<file path="src/rtl/adc_seq_pkg.sv">
package adc_seq_pkg;

    typedef enum logic [2:0] {
        SQ_IDLE,
        SQ_START,
        SQ_CONV,
        SQ_GAP,
        SQ_READ,
        SQ_HOLD
    } seq_state_e;

endpackage

</file>
<file path="src/rtl/adc_eoc_sync.sv">
module adc_eoc_sync (
    input  logic clk_i,
    input  logic rst_i,
    input  logic eoc_async_i,
    output logic eoc_rise_o
);
    typedef struct packed {
        logic s1;
        logic s2;
        logic prev;
    } sync_t;

    sync_t r_d, r_q;

    always_comb begin
        r_d      = r_q;
        r_d.s1   = eoc_async_i;
        r_d.s2   = r_q.s1;
        r_d.prev = r_q.s2;
    end

    always_ff @(posedge clk_i or posedge rst_i) begin
        if (rst_i) r_q <= '0;
        else       r_q <= r_d;
    end

    assign eoc_rise_o = r_q.s2 & ~r_q.prev;

    // a detected edge lasts a single cycle
    p_rise_single_r3: assert property (@(posedge clk_i) disable iff (rst_i)
        eoc_rise_o |=> !eoc_rise_o);

endmodule

</file>
<file path="src/rtl/adc_spi_rx.sv">
module adc_spi_rx #(
    parameter int RES_W     = 14,
    parameter int SCLK_HALF = 3
) (
    input  logic             clk_i,
    input  logic             rst_i,
    input  logic             launch_i,
    input  logic             sdi_i,
    output logic             cs_n_o,
    output logic             sclk_o,
    output logic             done_o,
    output logic [RES_W-1:0] data_o
);
    localparam int HC_W  = (SCLK_HALF > 1) ? $clog2(SCLK_HALF) : 1;
    localparam int BIT_W = $clog2(RES_W);

    typedef struct packed {
        logic             cs_n;
        logic             sclk;
        logic             done;
        logic [HC_W-1:0]  hc;
        logic [BIT_W-1:0] bits;
        logic [RES_W-1:0] shift;
        logic [RES_W-1:0] data;
    } spi_t;

    spi_t s_d, s_q;

    always_comb begin
        s_d      = s_q;
        s_d.done = 1'b0;
        if (launch_i) begin
            s_d.cs_n = 1'b0;
            s_d.sclk = 1'b0;
            s_d.hc   = HC_W'(SCLK_HALF - 1);
            s_d.bits = '0;
        end else if (!s_q.cs_n) begin
            if (s_q.hc == '0) begin
                s_d.hc = HC_W'(SCLK_HALF - 1);
                if (!s_q.sclk) begin
                    s_d.sclk  = 1'b1;
                    s_d.shift = {s_q.shift[RES_W-2:0], sdi_i};
                end else begin
                    s_d.sclk = 1'b0;
                    if (s_q.bits == BIT_W'(RES_W - 1)) begin
                        s_d.cs_n = 1'b1;
                        s_d.done = 1'b1;
                        s_d.data = s_q.shift;
                    end else begin
                        s_d.bits = s_q.bits + 1'b1;
                    end
                end
            end else begin
                s_d.hc = s_q.hc - 1'b1;
            end
        end
    end

    always_ff @(posedge clk_i or posedge rst_i) begin
        if (rst_i) begin
            s_q      <= '0;
            s_q.cs_n <= 1'b1;
        end else begin
            s_q <= s_d;
        end
    end

    assign cs_n_o = s_q.cs_n;
    assign sclk_o = s_q.sclk;
    assign done_o = s_q.done;
    assign data_o = s_q.data;

    // serial clock only toggles inside a chip-select burst
    p_sclk_in_burst_r4: assert property (@(posedge clk_i) disable iff (rst_i)
        sclk_o |-> !cs_n_o);

    // completion leaves the link idle
    p_done_idle_r5: assert property (@(posedge clk_i) disable iff (rst_i)
        done_o |-> (cs_n_o && !sclk_o));

endmodule

</file>
<file path="src/rtl/adc_seq_top.sv">
module adc_seq_top #(
    parameter int RES_W         = 14,
    parameter int START_LOW_CYC = 12,
    parameter int QUIET_CYC     = 8,
    parameter int SCLK_HALF     = 3,
    parameter int TIMEOUT_CYC   = 1000
) (
    input  logic             clk_i,
    input  logic             rst_i,
    input  logic             sample_strobe_i,
    input  logic             eoc_i,
    input  logic             sdi_i,
    output logic             conv_start_n_o,
    output logic             cs_n_o,
    output logic             sclk_o,
    output logic [RES_W-1:0] result_o,
    output logic             result_valid_o,
    output logic             overrun_o,
    output logic             error_o
);
    import adc_seq_pkg::*;

    localparam int MAX_AB = (START_LOW_CYC > QUIET_CYC) ? START_LOW_CYC : QUIET_CYC;
    localparam int MAX_C  = (MAX_AB > TIMEOUT_CYC) ? MAX_AB : TIMEOUT_CYC;
    localparam int CNT_W  = $clog2(MAX_C + 1);

    typedef struct packed {
        seq_state_e       st;
        logic [CNT_W-1:0] cnt;
        logic             conv_n;
        logic             ovr;
        logic             err;
    } seq_t;

    seq_t r_d, r_q;
    logic eoc_rise;
    logic launch;
    logic spi_done;

    adc_eoc_sync i_sync (
        .clk_i       (clk_i),
        .rst_i       (rst_i),
        .eoc_async_i (eoc_i),
        .eoc_rise_o  (eoc_rise)
    );

    adc_spi_rx #(
        .RES_W     (RES_W),
        .SCLK_HALF (SCLK_HALF)
    ) i_spi (
        .clk_i    (clk_i),
        .rst_i    (rst_i),
        .launch_i (launch),
        .sdi_i    (sdi_i),
        .cs_n_o   (cs_n_o),
        .sclk_o   (sclk_o),
        .done_o   (spi_done),
        .data_o   (result_o)
    );

    always_comb begin
        r_d    = r_q;
        launch = 1'b0;
        case (r_q.st)
            SQ_IDLE: begin
                if (sample_strobe_i) begin
                    r_d.st     = SQ_START;
                    r_d.conv_n = 1'b0;
                    r_d.cnt    = CNT_W'(START_LOW_CYC - 1);
                end
            end
            SQ_START: begin
                if (r_q.cnt == '0) begin
                    r_d.conv_n = 1'b1;
                    r_d.st     = SQ_CONV;
                    r_d.cnt    = CNT_W'(TIMEOUT_CYC - 1);
                end else begin
                    r_d.cnt = r_q.cnt - 1'b1;
                end
            end
            SQ_CONV: begin
                if (eoc_rise) begin
                    r_d.st  = SQ_GAP;
                    r_d.cnt = CNT_W'(QUIET_CYC - 1);
                end else if (r_q.cnt == '0) begin
                    r_d.err = 1'b1;
                    r_d.st  = SQ_IDLE;
                end else begin
                    r_d.cnt = r_q.cnt - 1'b1;
                end
            end
            SQ_GAP: begin
                if (r_q.cnt == '0) begin
                    launch = 1'b1;
                    r_d.st = SQ_READ;
                end else begin
                    r_d.cnt = r_q.cnt - 1'b1;
                end
            end
            SQ_READ: begin
                if (spi_done) begin
                    r_d.st  = SQ_HOLD;
                    r_d.cnt = CNT_W'(QUIET_CYC - 1);
                end
            end
            SQ_HOLD: begin
                if (r_q.cnt == '0) r_d.st = SQ_IDLE;
                else               r_d.cnt = r_q.cnt - 1'b1;
            end
            default: r_d.st = SQ_IDLE;
        endcase
        if (sample_strobe_i && (r_q.st != SQ_IDLE)) r_d.ovr = 1'b1;
    end

    always_ff @(posedge clk_i or posedge rst_i) begin
        if (rst_i) begin
            r_q        <= '0;
            r_q.st     <= SQ_IDLE;
            r_q.conv_n <= 1'b1;
        end else begin
            r_q <= r_d;
        end
    end

    assign conv_start_n_o = r_q.conv_n;
    assign result_valid_o = spi_done;
    assign overrun_o      = r_q.ovr;
    assign error_o        = r_q.err;

    // serial lines are static while the start pulse is low
    p_quiet_start_r2: assert property (@(posedge clk_i) disable iff (rst_i)
        !conv_start_n_o |-> (cs_n_o && !sclk_o));

    // every falling start edge follows an accepted strobe
    p_start_on_strobe_r2: assert property (@(posedge clk_i) disable iff (rst_i)
        $fell(conv_start_n_o) |-> $past(sample_strobe_i));

    // valid is a single-cycle pulse
    p_valid_pulse_r5: assert property (@(posedge clk_i) disable iff (rst_i)
        result_valid_o |=> !result_valid_o);

    // overrun is sticky
    p_ovr_sticky_r6: assert property (@(posedge clk_i) disable iff (rst_i)
        overrun_o |=> overrun_o);

    // error is sticky
    p_err_sticky_r9: assert property (@(posedge clk_i) disable iff (rst_i)
        error_o |=> error_o);

endmodule

</file>
<file path="config.mk">
export PLATFORM = sky130hd
export DESIGN_NAME = adc_seq_top
export DESIGN_NICKNAME = d
export VERILOG_FILES = /design/src/rtl/adc_seq_pkg.sv /design/src/rtl/adc_eoc_sync.sv /design/src/rtl/adc_spi_rx.sv /design/src/rtl/adc_seq_top.sv
export SDC_FILE = /design/constraint.sdc
export NUM_CORES = 1
export LEC_CHECK = 0
export ABC_AREA = 1
export BUFFER_PORTS_ARGS = -buffer_cell sky130_fd_sc_hd__buf_2
export CORE_UTILIZATION = 24
export DETAILED_ROUTE_END_ITERATION = 8
export GPL_ROUTABILITY_DRIVEN = 0
export GPL_TIMING_DRIVEN = 0
export HOLD_SLACK_MARGIN = 0.1
export MAX_ROUTING_LAYER = met4
export SLEW_MARGIN = 20
export SYNTH_ARGS = -nofsm -noshare
export SYNTH_HDL_FRONTEND = slang
export SYNTH_HIERARCHICAL = 1
export SYNTH_SLANG_ARGS = --single-unit
</file>
<file path="constraint.sdc">
create_clock -name clk_i -period 2.1 [get_ports clk_i]
set_input_delay 0.315 -clock clk_i [delete_from_list [all_inputs] [get_ports clk_i]]
set_output_delay 0.315 -clock clk_i [all_outputs]
set_load 0.02 [all_outputs]
</file>
# After elaboration in Yosys (flattened, before gate mapping)
# Index checks and enable logic that the tools add are counted.
totals:
  register_bits: 56
op_classes:
  add_sub_neg: 3
  eq_ne: 12
  mux: 29
  n_bitwise: 6
  n_reduce_logical: 18
ops:
  columns: ["operator", "n"]
  rows:
  - ["two-way mux 14 bit", 4]
  - ["one-hot mux 10 bit (5 select lines)", 1]
  - ["two-way mux 37 bit", 1]
  - ["two-way mux 32 bit", 1]
  - ["two-way mux 13 bit", 2]
  - ["two-way mux 10 bit", 2]
  - ["one-hot mux 3 bit (6 select lines)", 1]
  - ["two-way mux 3 bit", 4]
  - ["AND reduction 4 bit", 3]
  - ["logical NOT 10 bit", 1]
  - ["subtractor 10 x 1 -> 10 bit (second input constant)", 1]
  - ["AND reduction 3 bit", 3]
  - ["two-way mux 4 bit", 2]
  - ["two-way mux 1 bit", 7]
  - ["equality test 3 x 2 -> 1 bit (second input constant)", 2]
  - ["equality test 3 bit (second input constant)", 2]
  - ["two-way mux 6 bit", 1]
  - ["inequality test 2 x 1 -> 1 bit (second input constant)", 3]
  - ["inequality test 2 bit (second input constant)", 3]
  - ["nonzero test 2 bit", 3]
  - ["NOT 1 bit", 5]
  - ["AND reduction 5 bit", 1]
  - ["nonzero test 5 bit", 1]
  - ["adder 4 x 1 -> 4 bit (second input constant)", 1]
  - ["12 further kinds", 13]

# Longest topological paths before layout
# Gate-level depths: netlist of run 1.
logic_depth:
  word_depth: 6
  mapped_depth: 14
  ltp_nobuf: 13

# By module
# Netlist of run 1, hierarchy kept.
modules_own_cells:
  columns: ["mod", "n_inst", "cells_per_inst", "area_per_inst_um2"]
  rows:
  - ["adc_spi_rx", 1, 186, 1779.2]
  - ["adc_seq_top", 1, 177, 1196.1]
  - ["adc_eoc_sync", 1, 6, 88.8]

# Worst setup path before layout of run 1
# No wires, ideal clock.
synth_timing:
  path_kind: "flip-flop to flip-flop"
  start: "reg r_q[3] in the netlist's numbering"
  end: "reg i_spi.s_q (netlist bit i_spi/data_o[6])"
  arrival_time_ns: 1.748
  t_required_ns: 2.026
  setup_slack_ns: 0.278
  stages_incl_launch_ff: 15
  synth_period_minus_slack_ns: 1.822
  path_cell_list: "dfrtp_1 inv_1 ha_1 nand2_1 nor2_4 nand2_2 buf_6 nor2_2 inv_2 nand2_4 nor2_8 nand2_4 buf_6 nand2_2 o21ai_2"
synth_between:
  elab_chain_cells: 5
synth_lines:
  columns: ["item", "line_no", "rtl"]
  rows:
  - ["start: declaration", "adc_seq_top.sv:35", "seq_t r_d, r_q;"]
  - ["start signal: assignment", "adc_seq_top.sv:121", "r_q <= r_d;"]
  - ["logical NOT 10 bit", "adc_seq_top.sv:93", "if (r_q.cnt == '0) begin"]
  - ["two-way mux 1 bit", "adc_seq_top.sv:93", null]
  - ["two-way mux 1 bit", "adc_seq_top.sv:64", "case (r_q.st)"]
  - ["net launch", "adc_seq_top.sv:37", "logic launch;"]
  - ["NOT 1 bit (no line)", null, null]
  - ["AND reduction 5 bit (no line)", null, null]
  - ["end: declaration", "adc_spi_rx.sv:27", "spi_t s_d, s_q;"]
# The timed path passes the listed nets, and every way through them passes these cells.
# A chain may end at the register's enable or synchronous reset.

# Worst setup path in the final report of run 1
layout_timing:
  start: "reg r_q[4] in the netlist's numbering"
  end: "reg i_spi.s_q (netlist bit i_spi/data_o[13])"
# Same word-level chain as after synthesis.

==> metrics.csv, run 1 <==
stage,metric,value,unit
routing,via/cell ratio,4.09,
place,post-detail-place hpwl,4470,microns
grt,first-pass GRT wire length,10600,microns
synthesis,Post-Syn Area per Cell,8.30,sq um
grt,global route overflow,0,
setup_path,critical path peak fanout,8,
synthesis,mapped cell area,3060,sq um
synthesis,Seq cells post-synth,56,
sta,final setup margin,124,ps
setup_path,Crit path largest cell delay,410,ps
cts,clock buffer depth,2,
sta,Tcrit/Tclk final,0.941,
routing,total number of vias,2373,
setup_path,CP Class,register to register,
sta,worst-case clock skew,7.41,ps
sta,Fin. Hold Viols,0,
worst_hold_path,min-delay worst type,input port to register,
setup_path,critical path startpoint category,register,
routing,Post-Route WL,6290,microns
power,Pleak,1.95,nW
layout,"Net count, final",423,
die,Die Ht,115,microns
grt,initial antenna violation count,0,
layout,layout cells sized above 1,0.301,
routing,1st-iter DRT viols,94,
die,Core Rows,40,
setup_path,CP endpoint kind,register,
setup_path,R2R Path End,i_spi/data_o[13]$_DFFE_PP0P_,
sta,fmax,506,MHz
cts,H-tree depth,2,
setup_path,CP max stage cell,dfrtp_1,
layout,Finished Layout Cells,580,
sta,Finish-stage setup viols,0,
synthesis,Syn Inst Count,369,
status,status,completed,
grt,Total GRT Usage,0.104,
worst_hold_path,Min-Delay Endpoint,i_sync/r_d[1]$_DFF_PP0_,
place,DP Worst Slack,7.49,ps
cts,CTS Root Cell,clkbuf_16,
sta,Slew @ Worst Pin,629,ps
die,core footprint,12200,sq um
routing,WL/cell,10.8,microns
routing,Final ANT Viol Nets,0,
sta,Setup Total Neg Slack,0,ps
die,I/O pin cnt,25,
synthesis,Cell variety after synth,32,
setup_path,"CP delay by family, top",simple AND/OR/NAND/NOR gates,
cts,total CTS buffers,5,
setup_path,CP Data Required Time,2340,ps
setup_path,CP dominant cell by count,nand2_1,
job,max-cap violation count,0,
grt,vias in the first global route,2256,
die,Die Width,115,microns
grt,largest net degree at the start of global routing,24,
worst_hold_path,Hold Path Cell Cnt,1,
cts,clock latency on the worst-skew pair,300,ps
layout,Antenna diodes,0,
cts,clock sinks,56,
synthesis,synth warn,6,
place,dpl cells,562,
setup_path,reg2reg start,r_q[4]$_DFFE_PP0P_,
routing,drt drc,0,
setup_path,worst r2r path cells,14,
place,Port Buf Inserts,24,
cts,TritonCTS clock tree,yes,
die,initial core utilization,0.251,
setup_path,critical-path cell list,inv_2 -> ha_2 -> nand2_1 -> nor2_4 -> nand2_2 -> buf_8 -> nor2_4 -> inv_4 -> nand2_4 -> nor2_8 -> nand2_8 -> clkbuf_16 -> nand2_1 -> nand2_1,
setup_path,CP Data Arrival Time,2220,ps
sta,Tmin final,1980,ps
power,Pwr Density,538,nW/um^2
worst_hold_path,hold_sp,eoc_i,
setup_path,crit path buf inv count,4,
setup_path,Reg2Reg Setup Slack,120,ps
layout,Layout area overhead,22.7,%
sta,Slew headroom,0.580,
routing,DR pass1 iterations,4,
sta,"Slew Viols, Final",0,
cts,"Reg clk slew, reported paths",80,ps
synthesis,"Seq/Total Area, Yosys",0.458,
synthesis,syn nets,381,
die,die area,13200,sq um
power,peak supply drop,0.312,mV
## routing by layer
layer  share of wire  wire (microns)  track usage
met5               0               0            -
met4           0.016              99       0.0424
met3           0.023             144       0.0195
met2            0.47            2980        0.171
met1            0.49            3070        0.125
## where the power goes
| part | internal, mW | total [mW] | switching, mW |
|---|---|---|---|
| Sequential | 1.09 | 1.10 | 0.00712 |
| Clock | 0.454 | 0.876 | 0.422 |
| Combinational | 0.0150 | 0.0482 | 0.0332 |
| Total | 1.56 | 2.02 | 0.462 |
## layout make-up
class	count	area [sq um]
Fill cell	1308	8450
Multi-Input combinational cell	246	1330
Clock inverter	3	27.5
Inverter	46	178
Timing Repair Buffer	35	278
Clock buffer	5	125
Tap cell	168	210
Sequential cell	56	1400
Buffer	21	204
## repair_timing
item                       CTS  global route
pin swaps                    0             3
gates cloned                 0             3
hold buffers                 1             0
setup endpoints to repair    6            27
resized for setup            1            13
setup buffers                0             6
hold endpoints to repair    17             0
## flip-flops by register name (all words and copies together), names as in the netlist, 2 cells and up
name	cells
i_sync/r_d	2
i_spi/s_q	20
i_spi/data_o	14
r_q	13
## worst max-delay path by stage
stage | slack [ps] | startpoint | endpoint | depth (start not counted)
2_1_floorplan | 280 | r_q[3]$_DFFE_PP0P_ | i_spi/data_o[6]$_DFFE_PP0P_ | 14
3_3_place_gp | 30 | r_q[3]$_DFFE_PP0P_ | i_spi/data_o[7]$_DFFE_PP0P_ | 14
3_5_place_dp | 7 | r_q[3]$_DFFE_PP0P_ | i_spi/data_o[7]$_DFFE_PP0P_ | 14
4_1_cts | 70 | r_q[3]$_DFFE_PP0P_ | i_spi/s_q[21]$_DFFE_PP0P_ | 14
5_1_grt | -7 | r_q[4]$_DFFE_PP0P_ | i_spi/data_o[7]$_DFFE_PP0P_ | 14
6_report | 120 | r_q[4]$_DFFE_PP0P_ | i_spi/data_o[13]$_DFFE_PP0P_ | 14
## cells by family (layout without fill, tap and decap cells)
group / count (synthesis) / count (layout) / share of synthesized area
XOR/XNOR: 2 / 2 / 0.00572
buffers and inverters: 67 / 110 / 0.115
flip-flops: 56 / 56 / 0.458
AND/OR/NAND/NOR: 195 / 195 / 0.297
adder cells (fa/ha/maj): 7 / 7 / 0.0286
AO/OA/AOI/OAI: 42 / 42 / 0.0956
## synthesized netlist by cell type
library cell | count | area, sq um
nand2_1 | 116 | 435
dfrtp_1 | 54 | 1350
inv_1 | 37 | 139
nand3_1 | 26 | 130
nor2_1 | 18 | 67.6
buf_4 | 15 | 113
o21ai_2 | 15 | 131
inv_2 | 9 | 33.8
nand2_2 | 9 | 56.3
ha_1 | 7 | 87.6
o21ai_1 | 7 | 35.0
buf_6 | 6 | 67.6
nor2_2 | 6 | 37.5
o21ai_0 | 6 | 30.0
a21oi_1 | 5 | 25.0
nand3_2 | 4 | 40.0
nand2_4 | 3 | 33.8
nand4_1 | 3 | 18.8
nor2_4 | 3 | 33.8
nor3_1 | 3 | 15.0
a21oi_2 | 2 | 17.5
a31o_2 | 2 | 17.5
dfstp_2 | 2 | 52.6
nand3b_1 | 2 | 15.0
o21bai_1 | 2 | 15.0
a31oi_1 | 1 | 6.26
nor2_8 | 1 | 20.0
o21a_1 | 1 | 7.51
o31ai_1 | 1 | 7.51
or2_2 | 1 | 6.26
xnor2_1 | 1 | 8.76
xor2_1 | 1 | 8.76
## cells in the final DEF, fill, tap and decap left out, drive strengths merged, types with 2 or more instances in the layout
master	instances
inv	47
dfrtp	54
nand2	128
o21ai	28
nand3	30
nor3	3
nand4	3
a21oi	7
clkbuf	8
buf	52
a31o	2
o21bai	2
dfstp	2
ha	7
nor2	28
nand3b	2
## metrics by stage
stage               power [mW]  cell area (sq um)  hold WS, ps   util
finish                    2.02               3760          133  0.308
global route              2.09               3760          134  0.308
CTS                       2.05               3590          136  0.294
detailed placement        1.17               3420          210  0.280
global placement          1.16               3390          198  0.278
floorplan                 1.14               3060         68.6      -
Power figures use the tool's default switching activity.
==> inputs of run 2 (changes only) <==
--- a/config.mk
+++ b/config.mk
@@ -7,6 +7,7 @@
 export LEC_CHECK = 0
 export ABC_AREA = 1
 export BUFFER_PORTS_ARGS = -buffer_cell sky130_fd_sc_hd__buf_2
+export CORE_MARGIN = 2
 export CORE_UTILIZATION = 24
 export DETAILED_ROUTE_END_ITERATION = 8
 export GPL_ROUTABILITY_DRIVEN = 0
==> run 2 against run 1 <==
Combinational power down 4%. First-iteration DRC count is 4.3% higher. Worst hold slack worse by 1.7 ps. Largest cell class unchanged. Clock skew decreased by 1.8 ps. Fmax rose by 0.30%. Worst setup slack better by 6.0 ps. Flip-flop and latch count did not move. Die area is 3.5% higher. Largest power group unchanged. Non-clock buffer count decreased by 3. Wire length decreased by 2.4%. Core utilization is 1.7 points lower.
==> metrics.csv, run 2 (synthesis gave the netlist of run 1 again) <==
stage,metric,value,unit
status,status,completed,
routing,total number of vias,2362,
grt,vias in the first global route,2342,
setup_path,critical path startpoint category,register,
setup_path,CP Class,register to register,
cts,clock sinks,56,
cts,H-tree depth,2,
grt,first-pass GRT wire length,11000,microns
setup_path,Crit path largest cell delay,400,ps
sta,Tcrit/Tclk final,0.938,
cts,total CTS buffers,5,
sta,"Slew Viols, Final",0,
setup_path,CP Data Required Time,2340,ps
place,post-detail-place hpwl,4490,microns
sta,Setup Total Neg Slack,0,ps
cts,clock buffer depth,2,
setup_path,CP Data Arrival Time,2200,ps
cts,TritonCTS clock tree,yes,
layout,"Most flops, register",i_spi/s_q,
setup_path,CP max stage cell,dfrtp_1,
setup_path,critical path peak fanout,10,
sta,Fin. Hold Viols,0,
cts,CTS Root Cell,clkbuf_16,
grt,global route overflow,0,
setup_path,CP endpoint kind,register,
grt,Total GRT Usage,0.104,
layout,Largest register FFs,20,
place,Port Buf Inserts,24,
worst_hold_path,min-delay worst type,input port to register,
place,Post-Place Cell Area,3420,sq um
grt,initial antenna violation count,0,
layout,final core utilization,0.291,
routing,WL/cell,10.6,microns
layout,Finished Layout Cells,581,
job,max-cap violation count,0,
power,Pleak,1.93,nW
power,Pwr Density,551,nW/um^2
layout,# fillers,1370,
power,peak supply drop,0.275,mV
sta,Slew headroom,0.574,
die,Core Rows,41,
routing,Final ANT Viol Nets,0,
sta,Finish-stage setup viols,0,
layout,layout cells sized above 1,0.291,
sta,fmax,508,MHz
die,I/O pin cnt,25,
routing,drt drc,0,
sta,Slew @ Worst Pin,638,ps
die,core footprint,12500,sq um
layout,"Net count, final",420,
routing,1st-iter DRT viols,98,
die,die area,13700,sq um
layout,"commonest cells after routing, fill and taps aside","nand2_1 (116), dfrtp_1 (54), inv_1 (35), nand3_1 (26), buf_2 (24)",
place,dpl cells,566,
routing,via/cell ratio,4.07,
routing,DR pass1 iterations,4,
die,Die Width,117,microns
layout,post-route cell area,3640,sq um
sta,worst-case clock skew,5.63,ps
routing,Post-Route WL,6140,microns
grt,largest net degree at the start of global routing,36,
sta,Tmin final,1970,ps
layout,Antenna diodes,0,
layout,"commonest non-fill, non-tap cell in the layout",nand2_1,
layout,Layout area overhead,18.7,%
cts,"Reg clk slew, reported paths",80,ps
cts,clock latency on the worst-skew pair,300,ps
setup_path,critical-path cell list,inv_1 -> ha_1 -> nand2_1 -> nor2_4 -> nand2_2 -> buf_8 -> nor2_4 -> inv_4 -> nand2_4 -> nor2_8 -> nand2_4 -> buf_6 -> nand2_2 -> o21ai_2,
die,initial core utilization,0.245,
die,Die Ht,117,microns
run 2: worst max-delay path: cells and delay by family (launching register included):
kind / cells / cell delay (ps)
flip-flops: 1 / 400
adder cells (fa/ha/maj): 1 / 180
AO/OA/AOI/OAI: 1 / 50
AND/OR/NAND/NOR: 8 / 770
buffers and inverters: 4 / 490
run 2: power by group:
| group | internal (mW) | switching, mW | total (mW) | leakage, nW |
|---|---|---|---|---|
| Clock | 0.453 | 0.411 | 0.864 | 0.0719 |
| Sequential | 1.09 | 0.00677 | 1.10 | 0.702 |
| Combinational | 0.0137 | 0.0328 | 0.0465 | 1.16 |
| Total | 1.56 | 0.450 | 2.01 | 1.93 |
run 2: path summary, 6_finish.rpt:
kind | from | to | slack [ps] | cells past startpoint
max | r_q[3]$_DFFE_PP0P_ | i_spi/data_o[8]$_DFFE_PP0P_ | 130 | 14
min | eoc_i | i_sync/r_d[1]$_DFF_PP0_ | 130 | 1
max reg2reg | r_q[3]$_DFFE_PP0P_ | i_spi/data_o[8]$_DFFE_PP0P_ | 130 | 14
min reg2reg | i_sync/r_d[1]$_DFF_PP0_ | i_sync/r_d[0]$_DFF_PP0_ | 360 | 0
max in group asynchronous | rst_i | error_o$_DFFE_PP0P_ | 1000 | 3
min in group asynchronous | rst_i | i_spi/data_o[11]$_DFFE_PP0P_ | 450 | 3
run 2: metal layers:
metal | wire (microns) | global-route usage | vias to the layer above
met2 | 3010 | 0.170 | 24
met3 | 152 | 0.0201 | 7
li1 | - | - | 1220
met4 | 96 | 0.0416 | 0
met1 | 2880 | 0.128 | 1111
met5 | 0 | - | -
run 2: what timing repair did:
action / 4_1_cts / 5_1_grt
resized for setup: 0 / 4
setup buffers: 0 / 6
hold endpoints to repair: 7 / 0
setup endpoints to repair: 0 / 29
hold buffers: 1 / 0
run 2: stage by stage:
step / power [mW] / worst slack [ps] / hold slack, ps
5_1_grt: 2.10 / -8.19 / 112
6_report: 2.01 / 130 / 131
3_5_place_dp: 1.17 / 15.6 / 213
3_3_place_gp: 1.16 / 44.6 / 201
2_1_floorplan: 1.14 / 278 / 68.6
4_1_cts: 2.05 / 10.1 / 123
run 2: area by class of cell:
cell class,instances,area (sq um),area share
sequential,56,1400,0.386
multi-input combinational,246,1310,0.361
tap,172,215,0.0591
timing repair buffer,32,195,0.0536
buffer,21,184,0.0506
inverter,46,175,0.0481
clock buffer,5,125,0.0344
clock inverter,3,27.5,0.00757
==> inputs of run 3 (changes only) <==
--- a/config.mk
+++ b/config.mk
@@ -8,7 +8,7 @@
 export ABC_AREA = 1
 export BUFFER_PORTS_ARGS = -buffer_cell sky130_fd_sc_hd__buf_2
 export CORE_MARGIN = 2
-export CORE_UTILIZATION = 24
+export CORE_UTILIZATION = 38
 export DETAILED_ROUTE_END_ITERATION = 8
 export GPL_ROUTABILITY_DRIVEN = 0
 export GPL_TIMING_DRIVEN = 0
==> constraint.sdc (replaced) <==
create_clock -name clk_i -period 2.1 [get_ports clk_i]
set_input_delay 0.21 -clock clk_i [delete_from_list [all_inputs] [get_ports clk_i]]
set_output_delay 0.21 -clock clk_i [all_outputs]
set_load 0.02 [all_outputs]
==> run 3 against run 2 <==
Total power is 11% lower. Wire length is 1.5% higher. Global-route usage is 4.7 points higher. Critical path depth stayed put. Sequential power hardly changed. Combinational power is 6.2% higher. Clock skew is 3.2 ps higher. Flip-flop and latch count stayed put. Fmax is 0.36% higher. Clock-buffer cell count stayed put. Worst hold slack worse by 8.6 ps. Non-clock buffer count is 8 higher.
==> metrics.csv, run 3 (synthesis gave the netlist of run 1 again) <==
stage,metric,value,unit
status,status,completed,
setup_path,worst r2r path cells,14,
power,peak supply drop,0.301,mV
job,max-cap violation count,0,
die,initial core utilization,0.394,
setup_path,critical path peak fanout,7,
setup_path,CP Class,register to register,
setup_path,CP Data Required Time,2370,ps
layout,"Net count, final",428,
routing,WL/cell,12.0,microns
sta,"Slew Viols, Final",0,
place,dpl cells,496,
layout,"commonest non-fill, non-tap cell in the layout",nand2_1,
die,die area,8800,sq um
routing,Max Used Layer,met4,
layout,Largest register FFs,20,
layout,layout cells sized above 1,0.309,
cts,total CTS buffers,5,
cts,clock sinks,56,
setup_path,CP endpoint kind,register,
power,Pwr Density,486,nW/um^2
routing,Final ANT Viol Nets,0,
sta,Finish-stage setup viols,0,
layout,Layout area overhead,20.1,%
die,Die Width,93.8,microns
routing,met1 WL,3060,microns
cts,H-tree depth,2,
place,Post-Place Cell Area,3340,sq um
sta,fmax,510,MHz
place,Port Buf Inserts,24,
grt,global route overflow,0,
grt,vias in the first global route,2329,
sta,Fin. Hold Viols,0,
sta,Tcrit/Tclk final,0.935,
grt,Total GRT Usage,0.151,
grt,first-pass GRT wire length,10400,microns
die,Die Ht,93.8,microns
setup_path,critical path startpoint category,register,
cts,clock latency on the worst-skew pair,320,ps
cts,CTS Root Cell,clkbuf_8,
sta,RSZ-0062 raised after global routing,false,
routing,total number of vias,2401,
routing,via/cell ratio,4.63,
worst_hold_path,min-delay worst type,input port to register,
layout,"Most flops, register",i_spi/s_q,
die,core footprint,7770,sq um
routing,drt drc,0,
setup_path,Setup crit start,r_q[3]$_DFFE_PP0P_,
place,post-detail-place hpwl,4320,microns
setup_path,reg2reg start,r_q[3]$_DFFE_PP0P_,
layout,# fillers,762,
routing,met2 wire length,2860,microns
routing,met3 routed WL,212,microns
layout,Antenna diodes,0,
sta,Slew @ Worst Pin,654,ps
sta,worst-case clock skew,8.83,ps
routing,Post-Route WL,6230,microns
sta,Slew headroom,0.564,
grt,largest net degree at the start of global routing,23,
routing,1st-iter DRT viols,89,
layout,"commonest cells after routing, fill and taps aside","nand2_1 (115), dfrtp_1 (54), inv_1 (34), nand3_1 (26)",
cts,"Reg clk slew, reported paths",110,ps
power,Pleak,1.96,nW
cts,clock buffer depth,2,
sta,Fin Hold WS,123,ps
die,I/O pin cnt,25,
worst_hold_path,hold_sp,sdi_i,
setup_path,CP Data Arrival Time,2230,ps
sta,Tmin final,1960,ps
cts,TritonCTS clock tree,yes,
layout,post-route cell area,3680,sq um
layout,Finished Layout Cells,519,
routing,DR pass1 iterations,4,
worst_hold_path,Hold Path Cell Cnt,3,
die,Core Rows,32,
grt,initial antenna violation count,0,
==> run 3: timing repair <==
item,in CTS,in global routing
buffers inserted,0,9
pin swaps,0,4
endpoints found under the setup margin,27,29
hold buffers,2,0
resized for setup,1,14
endpoints found under the hold margin,34,0
cloned,0,4
==> run 3: worst paths after layout <==
check                                               to  slack, ps
max                        i_spi/data_o[4]$_DFFE_PP0P_        140
min                          i_spi/s_q[14]$_DFFE_PP0P_        120
max reg2reg                i_spi/data_o[4]$_DFFE_PP0P_        140
min reg2reg                    i_sync/r_d[0]$_DFF_PP0_        360
max in group asynchronous           r_q[7]$_DFFE_PP0P_       1120
min in group asynchronous      i_sync/r_d[0]$_DFF_PP0_        320
==> run 3: power breakdown <==
group,leakage [nW],internal (mW),switching (mW),total [mW]
Clock,0.0463,0.246,0.398,0.644
Sequential,0.702,1.09,0.00714,1.10
Combinational,1.21,0.0162,0.0332,0.0494
==> run 3: metrics by stage <==
step	total power [mW]	utilization	worst slack [ps]	TNS, ps
global placement	1.16	0.426	-2.85	-3.36
finish	1.79	0.474	137	0
floorplan	1.14	-	278	0
detailed placement	1.17	0.430	-33.7	-323
CTS	1.82	0.446	40.3	0
global route	1.86	0.474	19.2	0
==> run 3: area by class of cell <==
cell class	count	area, sq um	area share
Buffer	21	204	0.0554
Tap cell	102	128	0.0347
Clock inverter	3	27.5	0.00748
Multi-Input combinational cell	246	1340	0.363
Clock buffer	5	68.8	0.0187
Timing Repair Buffer	40	335	0.0911
Inverter	46	178	0.0483
Sequential cell	56	1400	0.382
==> run 3: layer usage <==
| layer | global-route usage | vias up |
|---|---|---|
| met5 | - | - |
| met4 | 0.0568 | 0 |
| met3 | 0.0281 | 13 |
| met2 | 0.239 | 45 |
| met1 | 0.193 | 1107 |
| li1 | - | 1236 |
==> run 3: worst max-delay path, stage by stage, from the launching register on <==
cell and delay (ps):
dfrtp_1 430, inv_2 90, ha_2 190, nand2_2 70
nor2_4 120, nand2_2 90, buf_8 150, nor2_4 180
inv_4 70, nand2_4 80, nor2_8 70, nand2_8 110
clkbuf_16 160, nand2_1 40, nand2_1 60
